**config.mk**
```make
export PLATFORM = sky130hd
export DESIGN_NAME = lru4_tracker
export DESIGN_NICKNAME = d
export VERILOG_FILES = /design/src/rtl/lru4_pkg.sv /design/src/rtl/lru4_unpack.sv /design/src/rtl/lru4_promote.sv /design/src/rtl/lru4_pack.sv /design/src/rtl/lru4_tracker.sv
export SDC_FILE = /design/constraint.sdc
export NUM_CORES = 1
export LEC_CHECK = 0
export ABC_AREA = 1
export CAP_MARGIN = 20
export CELL_PAD_IN_SITES_DETAIL_PLACEMENT = 0
export CELL_PAD_IN_SITES_GLOBAL_PLACEMENT = 2
export CORE_MARGIN = 8
export CORE_UTILIZATION = 24
export DETAILED_ROUTE_END_ITERATION = 10
export PLACE_DENSITY = 0.81
export SLEW_MARGIN = 20
export SYNTH_ARGS = -nofsm -noshare
export SYNTH_HDL_FRONTEND = slang
export SYNTH_SLANG_ARGS = --single-unit
```
**constraint.sdc**
```tcl
create_clock -name clk -period 5.5 [get_ports clk]
set_input_delay 0.55 -clock clk [delete_from_list [all_inputs] [get_ports clk]]
set_output_delay 0.55 -clock clk [all_outputs]
set_load 0.01 [all_outputs]
```
**src/rtl/lru4_pkg.sv**
```systemverilog
package lru4_pkg;

    localparam int NUM_WAYS = 4;
    localparam int WAY_W    = $clog2(NUM_WAYS);
    localparam int HIDDEN   = 2;
    localparam int STATE_W  = (NUM_WAYS - HIDDEN) * WAY_W + 1;
    localparam int ORDER_W  = NUM_WAYS * WAY_W;

    typedef logic [WAY_W-1:0] way_t;

    // rank 0 = newest, rank NUM_WAYS-1 = oldest
    typedef way_t [NUM_WAYS-1:0] order_t;

    typedef struct packed {
        way_t newest;
        way_t second;
        logic upper_newer;   // larger hidden index is the more recent one
    } lru_code_t;

    localparam lru_code_t RESET_CODE = '{newest: way_t'(0), second: way_t'(1), upper_newer: 1'b0};

endpackage

```
**src/rtl/lru4_unpack.sv**
```systemverilog
module lru4_unpack
    import lru4_pkg::*;
(
    input  lru_code_t code,
    output order_t    order
);
    way_t lo_way;
    way_t hi_way;
    logic lo_found;

    always_comb begin
        lo_way   = '0;
        hi_way   = '0;
        lo_found = 1'b0;
        for (int i = 0; i < NUM_WAYS; i++) begin
            if (way_t'(i) != code.newest && way_t'(i) != code.second) begin
                if (!lo_found) begin
                    lo_way   = way_t'(i);
                    lo_found = 1'b1;
                end else begin
                    hi_way = way_t'(i);
                end
            end
        end
    end

    always_comb begin
        order[0] = code.newest;
        order[1] = code.second;
        order[2] = code.upper_newer ? hi_way : lo_way;
        order[3] = code.upper_newer ? lo_way : hi_way;
    end

endmodule

```
**src/rtl/lru4_promote.sv**
```systemverilog
module lru4_promote
    import lru4_pkg::*;
(
    input  order_t cur,
    input  logic   hit,
    input  way_t   way,
    output order_t nxt,
    output way_t   victim
);
    way_t target;
    way_t target_pos;

    assign victim = cur[NUM_WAYS-1];
    assign target = hit ? way : victim;

    always_comb begin
        target_pos = way_t'(NUM_WAYS - 1);
        for (int p = NUM_WAYS - 1; p >= 0; p--) begin
            if (cur[p] == target) target_pos = way_t'(p);
        end
    end

    assign nxt[0] = target;

    for (genvar k = 1; k < NUM_WAYS; k++) begin : g_shift
        // ranks at or above the target slide down by one
        assign nxt[k] = (target_pos >= way_t'(k)) ? cur[k-1] : cur[k];
    end

endmodule

```
**src/rtl/lru4_pack.sv**
```systemverilog
module lru4_pack
    import lru4_pkg::*;
(
    input  order_t    order,
    output lru_code_t code
);
    always_comb begin
        code.newest      = order[0];
        code.second      = order[1];
        code.upper_newer = (order[2] > order[3]);
    end

endmodule

```
**src/rtl/lru4_tracker.sv**
```systemverilog
module lru4_tracker
    import lru4_pkg::*;
(
    input  logic               clk,
    input  logic               rst,
    input  logic               acc_valid,
    input  logic               acc_hit,
    input  logic [WAY_W-1:0]   hit_way,
    output logic [WAY_W-1:0]   victim_way,
    output logic [STATE_W-1:0] lru_state,
    output logic [ORDER_W-1:0] rank_ways
);
    lru_code_t code_q;
    lru_code_t code_d;
    order_t    cur_order;
    order_t    nxt_order;
    way_t      victim;

    lru4_unpack u_unpack (
        .code  (code_q),
        .order (cur_order)
    );

    lru4_promote u_promote (
        .cur    (cur_order),
        .hit    (acc_hit),
        .way    (hit_way),
        .nxt    (nxt_order),
        .victim (victim)
    );

    lru4_pack u_pack (
        .order (nxt_order),
        .code  (code_d)
    );

    always_ff @(posedge clk) begin
        if (rst) begin
            code_q <= RESET_CODE;
        end else if (acc_valid) begin
            code_q <= code_d;
        end
    end

    assign victim_way = victim;
    assign lru_state  = code_q;
    assign rank_ways  = cur_order;

endmodule

```
# Word-level counts from Yosys, hierarchy flattened
# Index checks and enable logic that the tools add are counted.
[totals]
reg_bits = 5
in_bits = 6
out_inout_bits = 15
elab_cells = 46
[op_classes]
magnitude_cmp = 4
eq_ne = 9
muxes = 23
n_reduce_logical = 7
[op_table]
columns = ["operator", "count"]
rows = [
  ["$mux W2", 17],
  ["$ne A2 B2 Y1 const A", 4],
  ["$eq A2 B2 Y1", 3],
  ["$mux W1", 6],
  ["$ge A2 B2 Y1 const B", 2],
  ["$logic_and A1 B1 Y1", 4],
  ["$ne A1 B2 Y1 const A", 2],
  ["$reduce_bool A2 Y1", 2],
  ["$ge A2 B1 Y1 const B", 1],
  ["$gt A2 B2 Y1", 1],
  ["$reduce_and A2 Y1", 1],
]

# Logic depth before layout (Yosys ltp)
# Gate-level depths: netlist of run 1.
[depth]
ltp_word = 18
mapped_depth = 19
mapped_depth_nobuf = 19

# Modules after synthesis
# Synthesis of run 1 repeated with hierarchy kept, for this count alone.
[unflattened]
cells_unflattened = 142
hier_area_um2 = 773.2
[modules_own_cells]
columns = ["mod", "n_inst", "cells_each", "area_per_inst_um2", "seq_area_each_um2"]
rows = [
  ["lru4_promote", 1, 59, 307.8, 0.0],
  ["lru4_tracker", 1, 31, 206.4, 100.1],
  ["lru4_unpack", 1, 38, 168.9, 0.0],
  ["lru4_pack", 1, 14, 90.1, 0.0],
]

# Least setup slack after synthesis of run 1
# OpenSTA, ideal clock, no wires.
[synth_path]
path_type = "reg-to-reg"
startpoint = "reg code_q (netlist bit lru_state[2])"
endpoint = "reg code_q (netlist bit lru_state[0])"
setup_ns = 0.122
arrival_time_ns = 1.972
required_ns = 5.378
slack_ns = 3.407
stages_incl_launch_ff = 19
n_path_buf = 0
synth_period_minus_slack_ns = 2.093
path_cell_list = "dfxtp_1 -> inv_2 -> nand2_1 -> nand2_2 -> clkinv_1 -> nand2_1 -> o21ai_2 -> inv_2 -> nand2_1 -> nand2_1 -> nand2_2 -> nand3_2 -> nand2_1 -> nand2_1 -> ha_1 -> inv_1 -> nor2_1 -> o21ai_0 -> a21oi_1"
[synth_via]
word_cells_on_any_way = 37
cone_classes = "3 x order compare; 6 x eq/ne; 23 x mux; 5 x reduce/logical"
[synth_lines]
columns = ["item", "line_no", "rtl"]
rows = [
  ["start, declared", "lru4_tracker.sv:13", "lru_code_t code_q;"],
  ["start signal, assigned", "lru4_tracker.sv:41", "code_q <= code_d;"],
  ["$reduce_bool A2 Y1", "lru4_unpack.sv:16", "if (way_t'(i) != code.newest && way_t'(i) != code.second) begin"],
  ["$logic_and A1 B1 Y1", "lru4_unpack.sv:16", ""],
  ["$mux W1", "lru4_unpack.sv:16", ""],
  ["$mux W1", "lru4_unpack.sv:17", "if (!lo_found) begin"],
  ["$mux W2", "lru4_unpack.sv:16", ""],
  ["$mux W2", "lru4_unpack.sv:17", ""],
  ["$mux W2", "lru4_unpack.sv:16", ""],
  ["$mux W2", "lru4_unpack.sv:17", ""],
  ["$mux W2", "lru4_unpack.sv:16", ""],
  ["$mux W2 *", "lru4_unpack.sv:30", "order[2] = code.upper_newer ? hi_way : lo_way;"],
  ["via rank_ways[4]", "lru4_tracker.sv:11", "output logic [ORDER_W-1:0] rank_ways"],
  ["$eq A2 B2 Y1", "lru4_promote.sv:19", "if (cur[p] == target) target_pos = way_t'(p);"],
  ["$mux W1", "lru4_promote.sv:19", ""],
  ["$mux W2 (2 in series)", "lru4_promote.sv:19", ""],
  ["$ge A2 B2 Y1", "lru4_promote.sv:27", "assign nxt[k] = (target_pos >= way_t'(k)) ? cur[k-1] : cur[k];"],
  ["$mux W2", "lru4_promote.sv:27", ""],
  ["$gt A2 B2 Y1 *", "lru4_pack.sv:10", "code.upper_newer = (order[2] > order[3]);"],
]
# Mark *: on every way through the listed nets, which the timed path passes. The rest lies on a longest branch.
# A chain may end at the register's enable or synchronous reset.

# Worst setup path in the final report of run 1
[layout_path]
startpoint = "in acc_hit"
endpoint = "reg code_q (netlist bit lru_state[0])"
[layout_via]
elab_chain_len = 8
word_cells_on_any_way = 12
cone_classes = "3 x order compare; 3 x eq/ne; 6 x mux"
[layout_rtl]
columns = ["item", "line_no", "rtl"]
rows = [
  ["start, declared", "lru4_tracker.sv:7", "input logic acc_hit,"],
  ["$mux W2 *", "lru4_promote.sv:14", "assign target = hit ? way : victim;"],
  ["$eq A2 B2 Y1", "lru4_promote.sv:19", ""],
  ["$mux W1", "lru4_promote.sv:19", ""],
  ["$mux W2", "lru4_promote.sv:19", ""],
  ["$mux W2 *", "lru4_promote.sv:19", ""],
  ["$ge A2 B2 Y1", "lru4_promote.sv:27", ""],
  ["$mux W2", "lru4_promote.sv:27", ""],
  ["$gt A2 B2 Y1 *", "lru4_pack.sv:10", ""],
]
# Mark *: on every way between the ends. The rest lies on a longest branch, timed or not.

==> results of run 1 <==
area by class of cell:
cell class | count | area, µm²
Fill cell | 314 | 1842
Timing Repair Buffer | 20 | 200.2
Clock buffer | 4 | 26.28
Tap cell | 31 | 38.79
Multi-Input combinational cell | 87 | 470.5
Sequential cell | 5 | 100.1
Inverter | 15 | 56.30
report_power, final:
part / switching (W) / leakage, nW / internal, W
logic: 0.0000962 / 0.409 / 0.0000774
registers: 0.0000125 / 0.0415 / 0.0000412
clock network: 0.0000152 / 0.0150 / 0.0000274
total: 0.000124 / 0.466 / 0.000146
worst max-delay path, stage by stage:
cell,delay [ns]
clkdlybuf4s50_1,0.47
inv_1,0.09
or2_2,0.32
nand2_2,0.13
nand2_1,0.06
nand2_1,0.08
nand2_2,0.09
nand2_2,0.11
nand2_1,0.05
o21ai_1,0.08
ha_1,0.25
inv_1,0.06
nor2_1,0.03
o21ai_0,0.19
a21oi_1,0.09
cell usage after synthesis, types with 3 or more instances:
cell | instances | area [µm²]
dfxtp_1 | 5 | 100.1
buf_4 | 7 | 52.55
nand3_1 | 9 | 45.04
nand2_2 | 9 | 56.30
nand2_1 | 44 | 165.2
a21oi_1 | 3 | 15.01
nand2_4 | 3 | 33.78
inv_1 | 9 | 33.78
inv_2 | 5 | 18.77
o21ai_0 | 4 | 20.02
nand3_2 | 3 | 30.03
routing by layer:
| metal | share of wire | vias up |
|---|---|---|
| met5 | 0 | - |
| met4 | 0 | 0 |
| met3 | 0.056 | 0 |
| met2 | 0.49 | 14 |
| met1 | 0.45 | 310 |
| li1 | - | 388 |
cells by family after synthesis:
logic type | count (synthesis) | share of synthesized area
fa+ha+maj | 2 | 0.03683
compound gates | 10 | 0.07919
simple gates | 75 | 0.5764
buf+inv | 22 | 0.1602
flops | 5 | 0.1473
per-stage QoR:
step	utilization	area, µm²	hold slack [ns]
final	0.3263	892.1	0.6090
after global routing	0.3263	892.1	0.6591
after detailed placement	0.3167	865.8	0.6210
after CTS	0.3263	892.1	0.6286
after floorplan	-	679.4	0.5596
after global placement	0.3167	865.8	0.6053
worst paths after layout:
check	slack (ns)	startpoint	cells after the start	endpoint
worst max-delay path	2.97	acc_hit	15	lru_state[0]
worst min-delay path	0.61	lru_state[1]	2	lru_state[1]
worst max register to register	3.15	lru_state[1]	18	lru_state[0]
worst min register to register	0.61	lru_state[1]	2	lru_state[1]
==> results.ini, run 1 <==
[floorplanning]
die_x_um=69.21
rows=19
fp.coreArea_um2=2734
die_h_um=69.21
io_pins=21
die-area_um2=4789
start_util=0.2485

[clock_network]
clock_sinks=5
postCtsResizedCells=0
hold_buffers=0
post_cts_buffers=0
clk_pin_slew_ns=0.04
cts_root_buf=clkbuf_4
ctsHtreeMaxLevel=1
clock_latency_ns=0.24
clock_path_buffers=2
numCtsBuffers=3
cts_tree=built

[setup_path]
required_ns=5.62
path_max_fanout=4
start_kind=primary input
critPathCaptureType=flop
worst_ep_arrival_time_ns=2.65
path_class=in2reg

[layout]
area_growth_pct=31.31
nets=140
antenna_cells=0
final_common_cell=nand2_1
drive_gt1_frac=0.2061
largest_reg_flops=5
final-instance-count-excl-fill=162
layout_common_cells=44 x nand2_1, 20 x clkdlybuf4s50_1, 9 x nand2_2, 9 x inv_1, 9 x nand3_1

[global_routing]
grtUsageMet3=0.02575
antenna_found_initial=0
grt_max_degree=11
globalRoute.busiestLayer=met2
grt.met2_usage=0.1352
overflow=0
grt_pass1_vias=697
grt_use_total=0.07634
grt_pass1_wl_um=3180
met1_usage=0.08380

[sta]
slew_headroom=0.7450
rsz0062_at_grt=no
drv_slew=0
setup_viol=0
fmax_mhz=395.9
fin_crit_sh=0.4592
setup_tns_ns=0
setup_slack_ns=2.974
hold_viol=0
period_needed_ns=2.526
fin_skew_ns=0.0003954
worst_pin_slew_ns=0.3820

[detailed_routing]
via_count=712
wirelength_um=1811
drt_pass1_iterations=4
drtAntennaViolNets=0
wire_per_inst_um=11.18
vias_per_cell=4.395
drc_errors=0
drtIter0Drc=20

[power]
power.leakage_nw=0.4660
ir_drop_mv=0.1262
power_w=0.0002699
p_per_area_nw_per_um2=302.5

[placement]
dp_cells=158
dp_slack_ns=2.704
dp_hpwl_um=1504
routabilityCongestion=0.7996
io_buffers=20

[synth]
synth-warning-count=0
netlist_area_um2=679.4
ys_seq_elements=5
synth_cells=114
avgSynthCellArea_um2=5.960
synth_fp_nets=122
synth_seq_area_share=0.1473
synthFlopType=dfxtp_1
synth_edf_count=0
synthArstFlopShare=0
synth_cell_types=19

[job]
maxCapViolations=0

[worst_hold_path]
hp-class=reg2reg

[status]
status=finished clean

(Power assumes the default switching activity.)
==> run 2, diff against run 1 <==
--- a/config.mk
+++ b/config.mk
@@ -10,9 +10,9 @@
 export CELL_PAD_IN_SITES_DETAIL_PLACEMENT = 0
 export CELL_PAD_IN_SITES_GLOBAL_PLACEMENT = 2
 export CORE_MARGIN = 8
-export CORE_UTILIZATION = 24
+export CORE_UTILIZATION = 20
 export DETAILED_ROUTE_END_ITERATION = 10
-export PLACE_DENSITY = 0.81
+export PLACE_DENSITY = 0.72
 export SLEW_MARGIN = 20
 export SYNTH_ARGS = -nofsm -noshare
 export SYNTH_HDL_FRONTEND = slang
==> constraint.sdc (replaced) <==
create_clock -name clk -period 2.2 [get_ports clk]
set_input_delay 0.22 -clock clk [delete_from_list [all_inputs] [get_ports clk]]
set_output_delay 0.22 -clock clk [all_outputs]
set_load 0.01 [all_outputs]
==> run 2 against run 1 <==
Compared with the run above:
- worst hold slack improved by 0.019 ns
- clock power rose by 140%
- via count up 15%
- largest power group unchanged
- highest routed layer is now met4
- sequential share of layout area shrank 1.3 points
- core utilization up 2.9 points
- wire length increased by 14%
- global-route usage barely moved
- final cell count increased by 25%
- non-clock buffer count increased by 25
- sequential cell count stayed put
==> results.ini, run 2 (same netlist as run 1, synthesis figures left out) <==
[global_routing]
grt_pass1_wl_um=3277  ; +3.1%
antenna_found_initial=0  ; unchanged
grt_pass1_vias=748  ; +7.3%
grt_use_total=0.07661  ; +0.0002626
overflow=0  ; unchanged
grt_max_degree=11  ; unchanged

[detailed_routing]
wl_met3_um=180  ; +78%
via_count=820  ; +15%
drtAntennaViolNets=0  ; unchanged
vias_per_cell=4.059  ; -7.6%
drt_pass1_iterations=2  ; -2
drtIter0Drc=27  ; +35%
wire_per_inst_um=10.23  ; -8.5%
drc_errors=0  ; unchanged
drt-met1-wl_um=908  ; +11%
top_layer=met4
met2WireLength_um=963  ; +7.6%
wirelength_um=2067  ; +14%

[floorplanning]
die-area_um2=5518  ; +15%
fp.coreArea_um2=3311  ; +21%
io_pins=21  ; unchanged
start_util=0.2052  ; -0.04330
die_x_um=74.29  ; +7.3%
die_h_um=74.29  ; +7.3%
rows=21  ; +2

[placement]
routabilityCongestion=0.7933  ; -0.79%
dp_hpwl_um=1699  ; +13%
dp_cells=192  ; +22%
place_area_um2=1027  ; +19%
dp_slack_ns=-0.09317  ; -2.797 ns
io_buffers=20  ; unchanged

[setup_path]
start_kind=flop
cp-endpoint=lru_state[0]
rrSetupSlack_ns=0.16  ; -2.99 ns
path_max_fanout=5  ; +1
worst_ep_arrival_time_ns=2.15  ; -0.50 ns
reg2regPathDepth=19  ; +1
setup.worst_path.start=lru_state[3]
critPathCaptureType=flop
r2r-end=lru_state[0]
path_class=reg2reg
required_ns=2.31  ; -3.31 ns
r2r_start=lru_state[3]

[layout]
final_common_cell=nand2_1
drive_gt1_frac=0.4423  ; +0.2362
area_growth_pct=72.93
fillCellCount=378  ; +20%
final_area_um2=1175  ; +32%
antenna_cells=0  ; unchanged
multiInputGateArea_um2=520.5  ; +11%
nets=165  ; +18%
final-instance-count-excl-fill=202  ; +25%
ff_latch_area_um2=116.4  ; +16%
layout_common_cells=34 x nand2_1, 25 x buf_4, 20 x clkdlybuf4s50_1
largest_reg_flops=5  ; unchanged

[clock_network]
clock_sinks=5  ; unchanged
cts_tree=built
hold_buffers=0  ; unchanged
clk_pin_slew_ns=0.04  ; about the same
clock_latency_ns=0.24  ; about the same
ctsHtreeMaxLevel=1  ; unchanged
numCtsBuffers=3  ; unchanged
clock_path_buffers=2  ; unchanged
cts_root_buf=clkbuf_4

[sta]
worst_pin_slew_ns=0.2953  ; -0.08675 ns
slew_headroom=0.8025  ; +0.05756
setup_viol=0  ; unchanged
fin_crit_sh=0.9272
setup_tns_ns=0  ; unchanged
fmax_mhz=490.3
fin_skew_ns=0.001685  ; +0.001290 ns
setup_slack_ns=0.1602  ; -2.814 ns
drv_slew=0  ; unchanged
rsz0062_at_grt=yes
period_needed_ns=2.040
hold_viol=0  ; unchanged

[power]
ir_drop_mv=0.3322  ; +160%
power.leakage_nw=0.5975  ; +28%
power_w=0.0008083  ; +200%
p_per_area_nw_per_um2=688.0  ; +130%

[worst_hold_path]
hp-class=reg2reg

[job]
maxCapViolations=0  ; unchanged

[status]
status=finished clean

==> run 2: cell types whose count changed in the layout (fill, tap and decap cells not counted), sizes merged <==
cell,delta
buf,+25
clkinv,-1
inv,+1
==> run 2: stage by stage <==
stage | hold slack, ns | util
after detailed placement | 0.6743 | 0.3103
after global placement | 0.6620 | 0.3103
after global routing | 0.6572 | 0.3549
final | 0.6280 | 0.3549
after CTS | 0.6283 | 0.3182
after floorplan | 0.3681 | -
==> run 2: what timing repair did <==
item                                    4_1_cts  5_1_grt
buffers inserted                              0        6
resized for setup                             0       30
endpoints found under the setup margin        0        2
==> run 2: critical path, cell delays in order, from the launching register on <==
cell     delay (ns)
dfxtp_4        0.36
inv_4          0.06
nand2_2        0.06
nand2_4        0.08
nand2_2        0.08
nand2_4        0.07
nand3_4        0.09
nand2_4        0.10
nand2_2        0.06
nand2_2        0.06
inv_2          0.04
nand2_4        0.09
nand3_2        0.07
nand2_1        0.07
nand2_1        0.05
ha_1           0.30
inv_1          0.06
nor2_1         0.03
o21ai_1        0.12
a21oi_1        0.07
==> run 2: final cells by class <==
class | instances | share of cell area
clock buffers | 4 | 0.02236
well taps | 46 | 0.04899
flip-flops and latches | 5 | 0.09904
multi-input cells | 87 | 0.4430
repair buffers | 45 | 0.3301
inverters | 15 | 0.05644
==> run 2: layer usage <==
layer,vias to the layer above,global-route usage
met5,-,0
met4,0,0.02609
met3,2,0.02965
met2,18,0.1230
met1,355,0.09056
li1,445,-
==> run 2: report_power, final <==
| group | leakage, nW | internal, W | switching (W) | total (W) |
|---|---|---|---|---|
| clock network | 0.0150 | 0.0000685 | 0.0000360 | 0.000104 |
| registers | 0.0438 | 0.000105 | 0.0000285 | 0.000133 |
| logic | 0.539 | 0.000290 | 0.000281 | 0.000570 |
| total | 0.597 | 0.000463 | 0.000345 | 0.000808 |
==> run 2: worst min path at each step <==
stage | start | end | slack, ns | cells past startpoint
3_5_place_dp | lru_state[1] | lru_state[1] | 0.67 | 3
5_1_grt | rst | lru_state[1] | 0.66 | 3
3_3_place_gp | lru_state[1] | lru_state[1] | 0.66 | 3
6_report | lru_state[0] | lru_state[0] | 0.63 | 2
4_1_cts | rst | lru_state[1] | 0.63 | 3
2_1_floorplan | rst | lru_state[1] | 0.37 | 2
